[config.mk]
export PLATFORM = sky130hd
export DESIGN_NAME = exec_slice
export DESIGN_NICKNAME = d
export VERILOG_FILES = /design/src/rtl/exec_pkg.sv /design/src/rtl/phase_seq.sv /design/src/rtl/addr_form.sv /design/src/rtl/and_unit.sv /design/src/rtl/branch_target.sv /design/src/rtl/exec_slice.sv
export SDC_FILE = /design/constraint.sdc
export NUM_CORES = 1
export LEC_CHECK = 0
export BUFFER_PORTS_ARGS = -buffer_cell sky130_fd_sc_hd__buf_4
export CORE_ASPECT_RATIO = 1.75
export CORE_UTILIZATION = 54
export DETAILED_ROUTE_END_ITERATION = 6
export HOLD_SLACK_MARGIN = 0.03
export PLACE_DENSITY = 0.8
export SLEW_MARGIN = 10
export SYNTH_ARGS = -nofsm -noshare
export SYNTH_HDL_FRONTEND = slang
export SYNTH_SLANG_ARGS = --single-unit
[constraint.sdc]
create_clock -name clk -period 4.7 [get_ports clk]
set_input_delay 0 -clock clk [delete_from_list [all_inputs] [get_ports clk]]
set_output_delay 0 -clock clk [all_outputs]
set_load 0.1 [all_outputs]
[src/rtl/exec_pkg.sv]
// Shared types for the four-phase execute slice.
// Assumes 16-bit instruction words with an 8-bit file/offset field.
package exec_pkg;

    typedef enum logic [1:0] {
        PH_DECODE  = 2'd0,
        PH_READ    = 2'd1,
        PH_PROCESS = 2'd2,
        PH_WRITE   = 2'd3
    } phase_e;

    typedef enum logic [1:0] {
        OP_NONE = 2'd0,
        OP_AND  = 2'd1,
        OP_BC   = 2'd2
    } op_e;

    localparam logic [5:0] AND_PREFIX = 6'b000101;
    localparam logic [7:0] BC_PREFIX  = 8'hE2;

    typedef struct packed {
        op_e        op;
        logic       to_file;   // bit 9: result back to the file register
        logic       banked;    // bit 8: use the bank input
        logic [7:0] lit;       // file address or branch offset
    } dec_t;

    // Classifies a word and splits out its fields.
    function automatic dec_t decode_word(input logic [15:0] iw);
        dec_t d;
        d.to_file = iw[9];
        d.banked  = iw[8];
        d.lit     = iw[7:0];
        if (iw[15:10] == AND_PREFIX)
            d.op = OP_AND;
        else if (iw[15:8] == BC_PREFIX)
            d.op = OP_BC;
        else
            d.op = OP_NONE;
        return d;
    endfunction

endpackage

[src/rtl/phase_seq.sv]
// Phase sequencer: a free-running 0..3 counter plus a one-cycle idle flag.
// Assumes take_branch is only high in the write phase of a non-idle cycle.
module phase_seq (
    input  logic       clk,
    input  logic       rst_n,
    input  logic       take_branch,
    output logic [1:0] phase,
    output logic       busy
);
    import exec_pkg::*;

    logic [1:0] ph_q;
    logic       idle_q;

    // Advance the phase and arm or clear the idle cycle at each wrap.
    always_ff @(posedge clk) begin
        if (!rst_n) begin
            ph_q   <= 2'd0;
            idle_q <= 1'b0;
        end else begin
            ph_q <= ph_q + 2'd1;
            if (ph_q == PH_WRITE)
                idle_q <= take_branch;
        end
    end

    assign phase = ph_q;
    assign busy  = idle_q;

    assert_phase_wrap_R2: assert property (@(posedge clk) disable iff (!rst_n)
        (phase == PH_WRITE) |=> (phase == PH_DECODE));
    assert_phase_step_R2: assert property (@(posedge clk) disable iff (!rst_n)
        (phase != PH_WRITE) |=> (phase == $past(phase) + 2'd1));
    assert_busy_start_R8: assert property (@(posedge clk) disable iff (!rst_n)
        $rose(busy) |-> (phase == PH_DECODE));
    assert_busy_one_cycle_R8: assert property (@(posedge clk) disable iff (!rst_n)
        (busy && phase == PH_WRITE) |=> !busy);

endmodule

[src/rtl/addr_form.sv]
// Banked file-address former. Assumes the access bank splits at f[7]:
// the low half maps to bank zero and the high half to the top bank.
module addr_form #(
    parameter int BANK_W = 4,
    localparam int FA_W  = BANK_W + 8
) (
    input  logic [7:0]        f,
    input  logic              banked,
    input  logic [BANK_W-1:0] bank,
    output logic [FA_W-1:0]   addr
);
    // Choose the bank part from the bank input or from the access split.
    always_comb begin
        if (banked)
            addr = {bank, f};
        else if (f[7])
            addr = {{BANK_W{1'b1}}, f};
        else
            addr = {{BANK_W{1'b0}}, f};
    end
endmodule

[src/rtl/and_unit.sv]
// Logic unit: bitwise AND with negative and zero flags. Purely combinational.
module and_unit #(
    parameter int DATA_W = 8
) (
    input  logic [DATA_W-1:0] a,
    input  logic [DATA_W-1:0] b,
    output logic [DATA_W-1:0] res,
    output logic              neg,
    output logic              zero
);
    // Form the result and its flags.
    always_comb begin
        res  = a & b;
        neg  = res[DATA_W-1];
        zero = (res == '0);
    end
endmodule

[src/rtl/branch_target.sv]
// Relative branch target: address + 2 + twice the signed 8-bit offset.
// Assumes PC_W >= 9; the sum wraps modulo 2^PC_W.
module branch_target #(
    parameter int PC_W = 16
) (
    input  logic [PC_W-1:0] pc,
    input  logic [7:0]      off,
    output logic [PC_W-1:0] target
);
    logic [PC_W-1:0] ext;

    // Sign-extend the offset, double it, and add it to the advanced address.
    always_comb begin
        ext    = {{(PC_W-8){off[7]}}, off};
        target = pc + PC_W'(2) + (ext << 1);
    end
endmodule

[src/rtl/exec_slice.sv]
// Four-phase execute slice for the AND and carry-branch instructions.
// Assumes the fetch side holds its inputs stable while phase is 0, and that
// the file array returns read data combinationally from fr_addr.
module exec_slice #(
    parameter int PC_W   = 16,
    parameter int BANK_W = 4,
    parameter int DATA_W = 8,
    parameter logic [DATA_W-1:0] W_INIT = '1,
    localparam int FA_W  = BANK_W + 8
) (
    input  logic              clk,
    input  logic              rst_n,
    input  logic [15:0]       instr_word,
    input  logic [PC_W-1:0]   instr_pc,
    input  logic              carry_in,
    input  logic [BANK_W-1:0] bank_sel,
    output logic [FA_W-1:0]   fr_addr,
    input  logic [DATA_W-1:0] fr_rdata,
    output logic              fr_we,
    output logic [DATA_W-1:0] fr_wdata,
    output logic [DATA_W-1:0] work_reg,
    output logic              flag_n,
    output logic              flag_z,
    output logic [PC_W-1:0]   next_pc,
    output logic              pc_load,
    output logic              busy
,   output logic [1:0]        phase
);
    import exec_pkg::*;

    dec_t              dec_q;
    logic [PC_W-1:0]   pc_q;
    logic              carry_q;
    logic [BANK_W-1:0] bank_q;
    logic [DATA_W-1:0] rdata_q;
    logic [DATA_W-1:0] res_q;
    logic              res_n_q;
    logic              res_z_q;
    logic [PC_W-1:0]   target_q;
    logic [DATA_W-1:0] work_q;
    logic              n_q;
    logic              z_q;

    logic [DATA_W-1:0] alu_res;
    logic              alu_n;
    logic              alu_z;
    logic [PC_W-1:0]   tgt;
    logic              taken;
    logic              in_write;

    phase_seq u_seq (
        .clk         (clk),
        .rst_n       (rst_n),
        .take_branch (pc_load),
        .phase       (phase),
        .busy        (busy)
    );

    addr_form #(.BANK_W(BANK_W)) u_addr (
        .f      (dec_q.lit),
        .banked (dec_q.banked),
        .bank   (bank_q),
        .addr   (fr_addr)
    );

    and_unit #(.DATA_W(DATA_W)) u_and (
        .a    (work_q),
        .b    (rdata_q),
        .res  (alu_res),
        .neg  (alu_n),
        .zero (alu_z)
    );

    branch_target #(.PC_W(PC_W)) u_tgt (
        .pc     (pc_q),
        .off    (dec_q.lit),
        .target (tgt)
    );

    // Decode phase: latch the instruction, or a no-op during an idle cycle.
    always_ff @(posedge clk) begin
        if (!rst_n) begin
            dec_q   <= '{op: OP_NONE, to_file: 1'b0, banked: 1'b0, lit: 8'h00};
            pc_q    <= '0;
            carry_q <= 1'b0;
            bank_q  <= '0;
        end else if (phase == PH_DECODE) begin
            dec_q   <= busy ? '{op: OP_NONE, to_file: 1'b0, banked: 1'b0, lit: 8'h00}
                            : decode_word(instr_word);
            pc_q    <= instr_pc;
            carry_q <= carry_in;
            bank_q  <= bank_sel;
        end
    end

    // Read phase: capture the addressed file byte.
    always_ff @(posedge clk) begin
        if (!rst_n)
            rdata_q <= '0;
        else if (phase == PH_READ)
            rdata_q <= fr_rdata;
    end

    // Process phase: register the AND result, its flags and the branch target.
    always_ff @(posedge clk) begin
        if (!rst_n) begin
            res_q    <= '0;
            res_n_q  <= 1'b0;
            res_z_q  <= 1'b0;
            target_q <= '0;
        end else if (phase == PH_PROCESS) begin
            res_q    <= alu_res;
            res_n_q  <= alu_n;
            res_z_q  <= alu_z;
            target_q <= tgt;
        end
    end

    assign in_write = (phase == PH_WRITE);
    assign taken    = (dec_q.op == OP_BC) && carry_q;

    // Write phase: commit W and the flags at the end of an AND.
    always_ff @(posedge clk) begin
        if (!rst_n) begin
            work_q <= W_INIT;
            n_q    <= 1'b0;
            z_q    <= 1'b0;
        end else if (in_write && dec_q.op == OP_AND) begin
            n_q <= res_n_q;
            z_q <= res_z_q;
            if (!dec_q.to_file)
                work_q <= res_q;
        end
    end

    // Write-phase outputs to the file array and the fetch unit.
    always_comb begin
        fr_we    = in_write && (dec_q.op == OP_AND) && dec_q.to_file;
        fr_wdata = res_q;
        pc_load  = in_write && taken;
        next_pc  = taken ? target_q : pc_q + PC_W'(2);
    end

    assign work_reg = work_q;
    assign flag_n   = n_q;
    assign flag_z   = z_q;

    assert_we_in_write_R4: assert property (@(posedge clk) disable iff (!rst_n)
        fr_we |-> (phase == PH_WRITE && !busy));
    assert_load_in_write_R7: assert property (@(posedge clk) disable iff (!rst_n)
        pc_load |-> (phase == PH_WRITE && !busy));
    assert_addr_low_R5: assert property (@(posedge clk) disable iff (!rst_n)
        (phase != PH_DECODE) |-> (fr_addr[7:0] == dec_q.lit));
    assert_idle_keeps_w_R8: assert property (@(posedge clk) disable iff (!rst_n)
        busy |=> $stable(work_reg));
    assert_flags_hold_R6: assert property (@(posedge clk) disable iff (!rst_n)
        (phase == PH_WRITE && dec_q.op != OP_AND) |=> $stable({flag_n, flag_z}));
    assert_w_hold_on_file_R4: assert property (@(posedge clk) disable iff (!rst_n)
        fr_we |=> $stable(work_reg));

endmodule

# After elaboration in Yosys (flattened, before gate mapping)
# Cells that the tools add are included.
# word_totals
ram_bits,0
latchBits,0
rom_bits,0
mem_count,0
output_inout_bits,51
in_bits,47
ff_bits,80
wordCells,42
# classes
div_mod_pow,0
n_lt_le_gt_ge,0
n_reduce_logical,7
n_shift,0
mul,0
n_addsub,3
n_bitwise,2
n_eq_ne,7
muxes,6
# op_table
operator,n
$mux W12,3
$add A16 B16 Y16,1
$add A16 B2 Y16 const B,1
$mux W16,1
$and A8 B8 Y8,1
$eq A8 B8 Y1 const B,1
$logic_not A8 Y1,1
$eq A2 B2 Y1 const B,3
$eq A6 B3 Y1 const B,1
$eq A2 B1 Y1 const B,2
$logic_and A1 B1 Y1,4
$mux W2,2
$add A2 B1 Y2 const B,1
$logic_not A2 Y1,1
$reduce_and A2 Y1,1
$not A1 Y1,1

# Depth between registers and ports, before layout
# Gate-level depths: netlist of run 1.
# logic_depth
depth_word,4
mapped_depth,12
ltp_nobuf,12

# Hierarchy
# From an unflattened synthesis of run 1, not the netlist that was laid out.
# hier_totals
cells_unflattened,550
hier_area_um2,4528.1
# modules_own_cells
mod,cells_each,area_per_inst_um2,instances,seq_area_each_um2
exec_slice,409,3359.5,1,1541.5
branch_target,109,869.6,1,0.0
addr_form,12,105.1,1,0.0
phase_seq,8,101.3,1,60.1
and_unit,12,92.6,1,0.0

# Least setup slack after synthesis of run 1
# OpenSTA, ideal clock, no wires.
# synth_timing
path_kind,flip-flop to flip-flop
startpoint,"register u_seq.ph_q[0], in the netlist u_seq.phase[0]"
endpoint,"register u_seq.idle_q, in the netlist u_seq.busy"
stages_incl_launch_ff,5
arrival_ns,2.893
required_time_ns,4.637
setup_ns,0.063
path_buffers,0
synth_period_minus_slack_ns,2.956
path_slack_ns,1.744
cell_sequence,dfxtp_1 > ha_1 > inv_1 > nor2_1 > o21a_1
# synth_via
elab_chain_cells,2
# synth_lines
element,line,rtl
from (decl),phase_seq.sv:12,logic [1:0] ph_q;
from (signal assigned),phase_seq.sv:21,ph_q <= ph_q + 2'd1;
$eq A2 B2 Y1,exec_slice.sv:119,assign in_write = (phase == PH_WRITE);
$logic_and A1 B1 Y1,exec_slice.sv:140,pc_load = in_write && taken;
via pc_load,exec_slice.sv:25,"output logic pc_load,"
to (signal assigned),phase_seq.sv:23,idle_q <= take_branch;
to (decl),phase_seq.sv:13,logic idle_q;
# The timed path passes the listed nets, and every way through them passes these cells.
# A chain may end at the register's enable or synchronous reset.

# Worst setup path after layout of run 1
# layout_timing
startpoint,register pc_q[3]
endpoint,register target_q[12]
# layout_via
elab_chain_cells,2
# layout_lines
element,line,rtl
from (decl),exec_slice.sv:32,logic [PC_W-1:0] pc_q;
from (signal assigned),exec_slice.sv:90,pc_q <= instr_pc;
$add A16 B2 Y16,branch_target.sv:15,target = pc + PC_W'(2) + (ext << 1);
$add A16 B16 Y16,branch_target.sv:15,
to (signal assigned),exec_slice.sv:115,target_q <= tgt;
to (decl),exec_slice.sv:39,logic [PC_W-1:0] target_q;
# Every way passes these cells.

==> results of run 1 <==
==> power breakdown <==
| part | internal [W] | switching, W | total (W) |
|---|---|---|---|
| clock | 0.000385 | 0.000272 | 0.000657 |
| sequential | 0.000709 | 0.0000383 | 0.000747 |
| combinational | 0.000195 | 0.000338 | 0.000533 |
==> Yosys cell counts, drive strengths merged <==
cell type / count / area, um2
or3: 1 / 6.260
ha: 22 / 275.3
inv: 11 / 41.29
o41a: 1 / 11.26
a21boi: 12 / 90.09
nor2b: 59 / 369.1
o211a: 2 / 20.02
nand2: 40 / 150.1
a22oi: 2 / 15.01
o2111ai: 2 / 17.52
mux2i: 39 / 390.4
clkbuf: 17 / 63.81
nor4b: 1 / 8.760
o21ai: 8 / 40.04
a22o: 1 / 8.760
nor2: 11 / 41.29
nand4b: 1 / 8.760
nor4: 1 / 6.260
xor3: 1 / 23.77
nor4bb: 1 / 10.01
o31ai: 2 / 15.01
a21oi: 24 / 120.1
a21o: 5 / 37.54
and4b: 1 / 10.01
mux2: 15 / 168.9
nand3: 26 / 130.1
nand3b: 10 / 75.07
dfxtp: 79 / 1582
and4: 2 / 20.02
nand2b: 15 / 93.84
nor3b: 1 / 7.510
o311ai: 1 / 8.760
xor2: 6 / 52.55
o21bai: 2 / 15.01
xnor2: 14 / 122.6
a31oi: 2 / 12.51
buf: 16 / 103.8
a221oi: 1 / 8.760
and2: 3 / 18.77
o21a: 5 / 37.54
nand4: 5 / 31.28
o41ai: 1 / 8.760
and3: 6 / 37.54
o211ai: 3 / 27.52
fa: 1 / 20.02
==> routing by layer <==
metal	up-vias	global-route usage, %
met3	30	4.402
met1	1811	25.05
met2	96	51.80
met4	0	15.38
met5	-	0
li1	1884	-
==> placed cells by master, fill, tap and decap left out, types with 2 or more instances in the layout <==
cell,netlist,layout
nand2b_1,15,15
dlygate4sd3_1,0,41
o21bai_1,2,2
nand3b_1,10,10
a21boi_0,12,12
clkbuf_16,0,9
nor2b_1,59,59
inv_1,11,11
a21oi_1,24,24
a22oi_1,2,2
nand2_1,40,40
o211a_1,2,2
o211ai_1,2,2
mux2i_1,39,39
xnor2_1,14,14
ha_1,22,21
nand3_1,26,26
mux2_2,15,15
o31ai_1,2,2
clkinv_2,0,3
o21ai_0,8,8
a21o_1,5,5
o21a_1,5,5
and3_1,6,6
a31oi_1,2,2
nor2_1,11,11
dfxtp_1,79,79
and2_1,3,3
nand4_1,5,5
o2111ai_1,2,2
xor2_1,6,6
buf_4,9,98
clkbuf_8,0,2
==> area by class of cell <==
type | count | share of cell area, %
inverters | 11 | 0.7193
repair buffers | 139 | 19.97
flip-flops and latches | 79 | 27.55
clock inverters | 5 | 0.5449
well taps | 90 | 1.962
multi-input cells | 356 | 44.86
clock buffers | 11 | 4.403
==> critical path, cell delays in order, from the launching register on <==
cell     delay (ps)
dfxtp_1         420
and3_1          200
nand3_1         120
nor2_1          270
nand4_1         150
xnor2_1         260
ha_1            350
and3_1          180
a31oi_1         150
o21ai_0         110
a31oi_1         240
xor2_1          170
o21ai_0          90
==> cell families after synthesis <==
| group | after synthesis |
|---|---|
| adders and majority gates | 23 |
| and+or+nand+nor | 184 |
| buffers and inverters | 44 |
| DFF | 79 |
| muxes | 54 |
| xor gates and xnor gates | 21 |
| AOI/OAI and AO/OA | 74 |
==> repair_timing <==
item / 4_1_cts / 5_1_grt
hold endpoints to repair: 40 / 0
hold buffers: 41 / 0
setup endpoints to repair: 0 / 0
==> worst max path at each step <==
stage                              start                         to  slack (ps)  cells past startpoint
6_report            pc_q[3]$_SDFFE_PN0N_  target_q[12]$_SDFFE_PN0N_        1860                     12
3_3_place_gp        pc_q[3]$_SDFFE_PN0N_  target_q[12]$_SDFFE_PN0N_        2050                     12
2_1_floorplan  u_seq.phase[0]$_SDFF_PN0_    u_seq.busy$_SDFFE_PN0P_        1740                      4
5_1_grt             pc_q[3]$_SDFFE_PN0N_  target_q[12]$_SDFFE_PN0N_        1630                     12
3_5_place_dp        pc_q[3]$_SDFFE_PN0N_  target_q[12]$_SDFFE_PN0N_        1880                     12
4_1_cts             pc_q[3]$_SDFFE_PN0N_  target_q[12]$_SDFFE_PN0N_        1860                     12
==> through the flow <==
step / worst slack [ps] / std cells
global placement: 2050 / 634
CTS: 1857 / 691
global route: 1628 / 691
finish: 1859 / 691
detailed placement: 1876 / 634
floorplan: 1744 / 479
==> results.toml, run 1 <==
[power_and_ir_drop]
p_leak_nw = 2.590
finalPower_w = 0.001938
power_density_mw_per_mm2 = 337.5
vdd_ir_drop_max_v = 0.0002713

[timing]
fin_setup_tns_ps = 0
setup_viol = 0
relSlewSlack_pct = 30.44
post-route-period-util_pct = 60.45
holdWs_ps = 147.4
fin_skew_ps = 6.121
rsz0062_at_grt = "false"
tightest_slew_ps = 1040
drv_slew = 0
finalHoldViolations = 0
fin_crit_ps = 2841
fmax_mhz = 352.0

[critical_path]
r2r-end = "target_q[12]$_SDFFE_PN0N_"
required_ps = 4920
ff2ff_path_depth = 12
endpoint_kind = "register"
r2r_slack_ps = 1860
critPathKind = "reg2reg"
start_kind = "register"
worstReg2RegStart = "pc_q[3]$_SDFFE_PN0N_"
cp.arrival_ps = 3060
cp_max_fo = 7

[die]
core.rowCount = 43
die-area_mm2 = 0.008457
die_x_um = 69.95
start_util_pct = 55.54
io-pin-count = 98
coreArea_mm2 = 0.007855
die_h_um = 120.9

[yosys]
synth_top_family_by_area = "simple AND/OR/NAND/NOR gates"
synth-seq-cells = 79
synth-simple-area-share_pct = 23.49
synth_cells = 479
seq_area_frac_synth_pct = 36.25
synthAdderAreaFrac_pct = 6.768
syn_area_mm2 = 0.004363
synthMuxAreaShare_pct = 12.82
avgSynthCellArea_um2 = 9.108
synth_compound_gate_area_share_pct = 11.33
yosysUniqueCellTypes = 50
synth_fp_nets = 549
synth_xor_xnor_area_share_pct = 4.560
yosysWarningCount = 0

[layout]
multi_input_area_mm2 = 0.002575
largestRegisters = "pc_q (16), target_q (16), dec_q (12)"
drive_above_1_share_pct = 21.96
seqCellArea_mm2 = 0.001582
area_growth_pct = 31.57
antenna_cells = 0
fin_area_mm2 = 0.005741
fillCellCount = 592
fin_nets = 666
final_util_pct = 73.08

[global_routing]
grt_first_pass_wirelength_um = 17530
grt_use_total_pct = 26.46
antenna_found_initial = 0
grt_pass1_vias = 3884
gr-total-overflow = 0
grt_max_degree = 87

[routing]
wirelength_met1_um = 4155
postRouteAntennaNets = 0
firstDrtPassIters = 4
wl_um = 11040
maxUsedRoutingLayer = "met4"
drc_errors = 0
via_per_inst = 5.530
wl_met3_um = 331
vias = 3821
wl_met2_um = 6170
first_iter_violations = 150
wl_per_cell_um = 15.97

[clocking]
max-clock-path-buffers = 2
cts-htree-levels = 3
clock_sinks = 79
ctsResizeCount = 0
cts_tree = "done"
numCtsBuffers = 9
post_cts_buffers = 0
clkSlewWorstSetupHoldPaths_ps = 60
clkLatencyLatePin_ps = 340
clockRootBuffer = "clkbuf_16"

[worst_hold_path]
min_from = "instr_word[12]"
min_path_cells = 4
holdPathEnd = "dec_q[10]$_SDFFE_PN0N_"
hold_class = "in2reg"

[status]
status = "completed"

[placed_design]
placed_area_mm2 = 0.005046
place_congestion = 0.9334
port_buffers = 97
dpl.hpwl_um = 7553

[job]
drv_cap = 0
Power figures use the tool's default switching activity.
==> run 2, diff against run 1 <==
--- a/config.mk
+++ b/config.mk
@@ -5,6 +5,7 @@
 export SDC_FILE = /design/constraint.sdc
 export NUM_CORES = 1
 export LEC_CHECK = 0
+export ABC_AREA = 1
 export BUFFER_PORTS_ARGS = -buffer_cell sky130_fd_sc_hd__buf_4
 export CORE_ASPECT_RATIO = 1.75
 export CORE_UTILIZATION = 54
==> constraint.sdc (replaced) <==
create_clock -name clk -period 2.7 [get_ports clk]
set_input_delay 0 -clock clk [delete_from_list [all_inputs] [get_ports clk]]
set_output_delay 0 -clock clk [all_outputs]
set_load 0.1 [all_outputs]
==> results.toml, run 2 <==
[timing]
fmax_mhz = 393.7
fin_skew_ps = 6.618
finalHoldViolations = 0
tightest_slew_ps = 667.3
rsz0062_at_grt = "true"
post-route-period-util_pct = 94.07
drv_slew = 0
holdWs_ps = 58.01
fin_crit_ps = 2540
setup_viol = 0
relSlewSlack_pct = 55.46

[layout]
antenna_cells = 0
area_growth_pct = 36.68
fillCellCount = 559
layout_commonest_cell = "nand2_1"
largestRegisters = "pc_q (16), target_q (16), dec_q (12)"
layout.cells.most_common_list = "nand2_1 (150), buf_4 (109), dfxtp_1 (76)"
fin_area_mm2 = 0.005847
fin_nets = 835
drive_above_1_share_pct = 19.51
finalNonFillerCells = 857

[clocking]
cts_tree = "done"
clockRootBuffer = "clkbuf_16"
clkSlewWorstSetupHoldPaths_ps = 60
max-clock-path-buffers = 2
numCtsBuffers = 9
cts-htree-levels = 3
clock_sinks = 79
clkLatencyLatePin_ps = 340

[yosys]
synthTopCellsByArea = "dfxtp_1 (37%), nand2_1 (13%), o21ai_0 (7.6%), nor2_1 (6.8%), ha_1 (6.4%)"
seq_area_frac_synth_pct = 36.97
synth_common_cells = "nand2_1 (151), dfxtp_1 (79), nor2_1 (77)"
synth_fp_nets = 703
yosys.area.top_type = "dfxtp_1"
synth_edf_count = 0
synth-main-ff-cell = "dfxtp_1"
syn_area_mm2 = 0.004278
synth.most_common_cell = "nand2_1"
synth-seq-cells = 79
synth_cells = 633
yosysWarningCount = 0
yosysUniqueCellTypes = 33
synth_top_area_share_pct = 36.97
avgSynthCellArea_um2 = 6.758
synth-async-reset-ratio_pct = 0

[critical_path]
cp.arrival_ps = 2750
required_ps = 2910
crit_chain = "nand3_2 -> nor2_1 -> nand2_1 -> nor2_1 -> inv_1 -> nand2_1 -> inv_1 -> ha_2 -> nand2_1 -> nor2_1 -> nand2_1 -> nand3_1 -> nand2_1 -> nand2_1 -> nand3_1 -> nand2_1 -> a21oi_1"
r2r-end = "target_q[15]$_SDFFE_PN0N_"
endpoint_kind = "register"
slowest_delay_ps = 380
r2r_slack_ps = 160
start_kind = "register"
ff2ff_path_depth = 17
critPathKind = "reg2reg"
cp_common_cell = "nand2_1"
worstReg2RegStart = "pc_q[3]$_SDFFE_PN0N_"
crit_slowest_cell = "dfxtp_2"
cp_max_fo = 5

[routing]
wl_um = 13000
first_iter_violations = 196
vias = 4610
drc_errors = 0
postRouteAntennaNets = 0
wl_per_cell_um = 15.17
firstDrtPassIters = 5
via_per_inst = 5.379

[global_routing]
grt_max_degree = 54
grt_first_pass_wirelength_um = 20400
grt_use_total_pct = 31.37
gr-total-overflow = 0
antenna_found_initial = 0
grt_pass1_vias = 4437

[die]
start_util_pct = 56.14
die_x_um = 69.28
core.rowCount = 42
die_h_um = 119.7
die-area_mm2 = 0.008296
coreArea_mm2 = 0.007620
io-pin-count = 98

[placed_design]
dp.cells = 795
placed_area_mm2 = 0.005022
dpl.hpwl_um = 9063
port_buffers = 97
place_congestion = 0.9075

[job]
drv_cap = 0

[worst_hold_path]
min_path_cells = 6
min_from = "instr_word[12]"
holdPathEnd = "dec_q[11]$_SDFFE_PN0N_"
hold_class = "in2reg"

[power_and_ir_drop]
vdd_ir_drop_max_v = 0.0006316
power_density_mw_per_mm2 = 639.1
p_leak_nw = 2.853

[status]
status = "completed"
==> run 2: cell count changes in the layout (fill, tap and decap cells not counted), sizes merged, moves of 13 or more <==
cell,previous run,this run
nor2,11,79
nor2b,59,0
mux2i,39,0
xnor2,14,1
inv,12,74
mux2,15,0
nand2b,15,0
nand2,40,151
o21ai,8,66
a21oi,24,53
==> run 2: through the flow <==
stage	utilization, %	total power (W)	TNS [ps]	setup slack [ps]
2_1_floorplan	-	0.002178	-1274	-300.3
3_3_place_gp	65.91	0.002435	0	0.6657
3_5_place_dp	65.91	0.002449	-9.463	-9.463
4_1_cts	75.42	0.003711	0	18.60
5_1_grt	76.73	0.003887	-18.84	-11.13
6_report	76.73	0.003737	0	160.1
==> run 2: per-layer routing <==
layer	GRT usage, %	vias up	part of all wire, %
met1	31.55	2123	37
met3	4.366	48	3.3
li1	-	2285	-
met5	0	-	0
met4	23.21	0	6.1
met2	57.46	154	54
==> run 2: kinds of logic after synthesis <==
kind of cell,synth area share (%)
simple gates,28.05
compound gates,15.36
buf+inv,10.06
flops,36.97
fa+ha+maj,6.903
xor+xnor,2.662
==> run 2: final cells by class <==
type	count	area, um2	share of cell area, %
multi-input combinational	449	2328	39.82
sequential	79	1588	27.16
timing repair buffer	151	1239	21.19
inverter	75	285.3	4.879
clock buffer	10	239.0	4.087
tap	88	110.1	1.883
clock inverter	5	57.56	0.9844
==> run 2: what timing repair did <==
item	CTS	global route
hold buffers	42	0
gates resized for setup	1	15
buffers inserted	0	5
endpoints found under the setup margin	1	8
pin swaps	0	3
endpoints found under the hold margin	41	0
==> run 2: power breakdown <==
group | internal [W] | total [W] | switching (W)
clock network | 0.000737 | 0.00122 | 0.000481
registers | 0.00126 | 0.00134 | 0.0000802
logic | 0.000341 | 0.00118 | 0.000835
==> run 2: worst max-delay path: cells and delay by family (launching register included) <==
kind,cells,cell delay [ps]
AND/OR/NAND/NOR,13,1480
flip-flops,1,380
AO/OA/AOI/OAI,1,50
buffers and inverters,2,120
adder cells (fa/ha/maj),1,370
==> run 2: how the worst max path moves through the flow <==
stage | startpoint | slack, ps | cells past startpoint | to
4_1_cts | pc_q[1]$_SDFFE_PN0N_ | 20 | 13 | target_q[14]$_SDFFE_PN0N_
5_1_grt | pc_q[1]$_SDFFE_PN0N_ | -10 | 14 | target_q[15]$_SDFFE_PN0N_
3_3_place_gp | pc_q[1]$_SDFFE_PN0N_ | 0.7 | 13 | target_q[14]$_SDFFE_PN0N_
3_5_place_dp | pc_q[1]$_SDFFE_PN0N_ | -9 | 13 | target_q[14]$_SDFFE_PN0N_
6_report | pc_q[3]$_SDFFE_PN0N_ | 160 | 17 | target_q[15]$_SDFFE_PN0N_
2_1_floorplan | dec_q[10]$_SDFFE_PN0N_ | -300 | 6 | next_pc[1]
==> run 3, diff against run 2 <==
==> constraint.sdc (replaced) <==
create_clock -name clk -period 2.7 [get_ports clk]
set_input_delay 0.405 -clock clk [delete_from_list [all_inputs] [get_ports clk]]
set_output_delay 0.405 -clock clk [all_outputs]
set_load 0.1 [all_outputs]
==> results.toml, run 3 (synthesized netlist as in run 2, its figures left out) <==
[die]
die-area_mm2 = 0.008296
die_h_um = 119.7
die_x_um = 69.28
io-pin-count = 98
start_util_pct = 56.14
coreArea_mm2 = 0.007620
core.rowCount = 42

[critical_path]
required_ps = 2300
r2r_slack_ps = 170
cp_max_fo = 6
start_kind = "register"
crit_end = "next_pc[13]"
endpoint_kind = "primary output"
cp.arrival_ps = 2160
worstReg2RegStart = "pc_q[1]$_SDFFE_PN0N_"
ff2ff_path_depth = 16
r2r-end = "target_q[15]$_SDFFE_PN0N_"
critPathKind = "reg2out"
cp-startpoint = "pc_q[1]$_SDFFE_PN0N_"

[clocking]
clock_sinks = 79
cts_tree = "done"
clkSlewWorstSetupHoldPaths_ps = 60
numCtsBuffers = 9
cts-htree-levels = 3
clockRootBuffer = "clkbuf_16"
clkLatencyLatePin_ps = 330
max-clock-path-buffers = 2

[power_and_ir_drop]
p_sw_share_pct = 36.91
p_leak_nw = 2.674
clkPwrFrac_pct = 33.5
power_density_mw_per_mm2 = 680.4
p_sw_w = 0.001364
p_int_w = 0.002332
vdd_ir_drop_max_v = 0.0006423
seqPwrFrac_pct = 36.3
combPwrFrac_pct = 30.2
finalPower_w = 0.003697

[global_routing]
grt_pass1_vias = 4453
grt_first_pass_wirelength_um = 19430
gr-total-overflow = 0
grt_max_degree = 54
antenna_found_initial = 1
grt_use_total_pct = 29.69

[routing]
firstDrtPassIters = 5
first_iter_violations = 206
wl_per_cell_um = 14.59
via_per_inst = 5.350
wl_um = 11900
vias = 4366
drc_errors = 0
postRouteAntennaNets = 0

[layout]
drive_above_1_share_pct = 20.36
layout_commonest_cell = "nand2_1"
area_growth_pct = 27.00
largestRegisters = "pc_q (16), target_q (16), dec_q (12)"
fin_area_mm2 = 0.005433
fillCellCount = 668
fin_nets = 792
layout.cells.most_common_list = "nand2_1 (150), buf_4 (106), dfxtp_1 (76)"

[timing]
tightest_slew_ps = 678.7
rsz0062_at_grt = "true"
fin_crit_ps = 2565
fin_skew_ps = 4.761
finalHoldViolations = 0
relSlewSlack_pct = 54.69
fin_setup_tns_ps = 0
setup_viol = 0
fin_ws_ps = 135.4
drv_slew = 0
fmax_mhz = 389.9
post-route-period-util_pct = 94.99

[worst_hold_path]
hold_class = "in2reg"

[placed_design]
place_congestion = 0.9192
dpl.hpwl_um = 9083
placed_area_mm2 = 0.005041
port_buffers = 97
dp_slack_ps = -69.94

[job]
drv_cap = 0

[status]
status = "completed"
[run 3: cell types whose count changed in the layout (fill, tap and decap cells not counted), sizes merged]
cell and delta:
buf -1, clkbuf +1, clkinv +1, diode +1, dlygate4sd3 -42, inv -1
[run 3: critical path: stages, from the launching register on]
cell	delay, ps
dfxtp_4	370
ha_2	200
nand3_2	110
nor2_4	180
nand3_4	90
nor3_2	140
xor2_1	260
nand2_1	140
o21ai_2	90
buf_6	240
[run 3: power groups by stage]
stage	clock network, W	logic [W]	registers (W)
5_1_grt	0.00131	0.00120	0.00135
3_5_place_dp	0	0.00110	0.00136
2_1_floorplan	0	0.000751	0.00143
4_1_cts	0.00126	0.00110	0.00134
6_report	0.00124	0.00112	0.00134
3_3_place_gp	0	0.00108	0.00136
[run 3: repair_timing]
item / in CTS / in global routing
pin swaps: 0 / 3
setup endpoints to repair: 4 / 9
gates cloned: 0 / 0
hold buffers: 0 / 0
gates resized for setup: 2 / 13
buffers inserted: 0 / 3
[run 3: stage by stage]
stage | util, % | std cells | hold WS, ps
2_1_floorplan | - | 633 | 445.3
3_3_place_gp | 66.16 | 796 | 464.4
3_5_place_dp | 66.16 | 796 | 464.6
4_1_cts | 70.36 | 812 | 285.0
5_1_grt | 71.30 | 816 | 295.1
6_report | 71.30 | 816 | 291.9
[run 3: cell type report]
| class | instances | area, um2 | share of cell area, % |
|---|---|---|---|
| tap | 88 | 110.1 | 2.027 |
| antenna | 1 | 2.502 | 0.04606 |
| timing repair buffer | 108 | 818.3 | 15.06 |
| clock inverter | 5 | 56.30 | 1.036 |
| inverter | 75 | 281.5 | 5.182 |
| multi-input combinational | 449 | 2323 | 42.77 |
| clock buffer | 11 | 252.7 | 4.652 |
| sequential | 79 | 1588 | 29.23 |
[run 3: worst min path at each step]
stage / from / to / cells after the start
2_1_floorplan: dec_q[10]$_SDFFE_PN0N_ / dec_q[10]$_SDFFE_PN0N_ / 2
6_report: bank_sel[1] / bank_q[1]$_SDFFE_PN0N_ / 3
4_1_cts: bank_sel[1] / bank_q[1]$_SDFFE_PN0N_ / 3
5_1_grt: bank_sel[1] / bank_q[1]$_SDFFE_PN0N_ / 3
3_3_place_gp: res_z_q$_SDFFE_PN0N_ / res_z_q$_SDFFE_PN0N_ / 2
3_5_place_dp: res_z_q$_SDFFE_PN0N_ / res_z_q$_SDFFE_PN0N_ / 2
[run 3: per-layer routing]
metal | routed length, um | up-vias | track usage, % | part of all wire (%)
li1 | - | 2199 | - | -
met1 | 4256 | 2009 | 27.13 | 36
met2 | 6654 | 118 | 57.52 | 56
met3 | 372 | 40 | 4.198 | 3.1
met4 | 620 | 0 | 21.81 | 5.2
met5 | 0 | - | 0 | 0
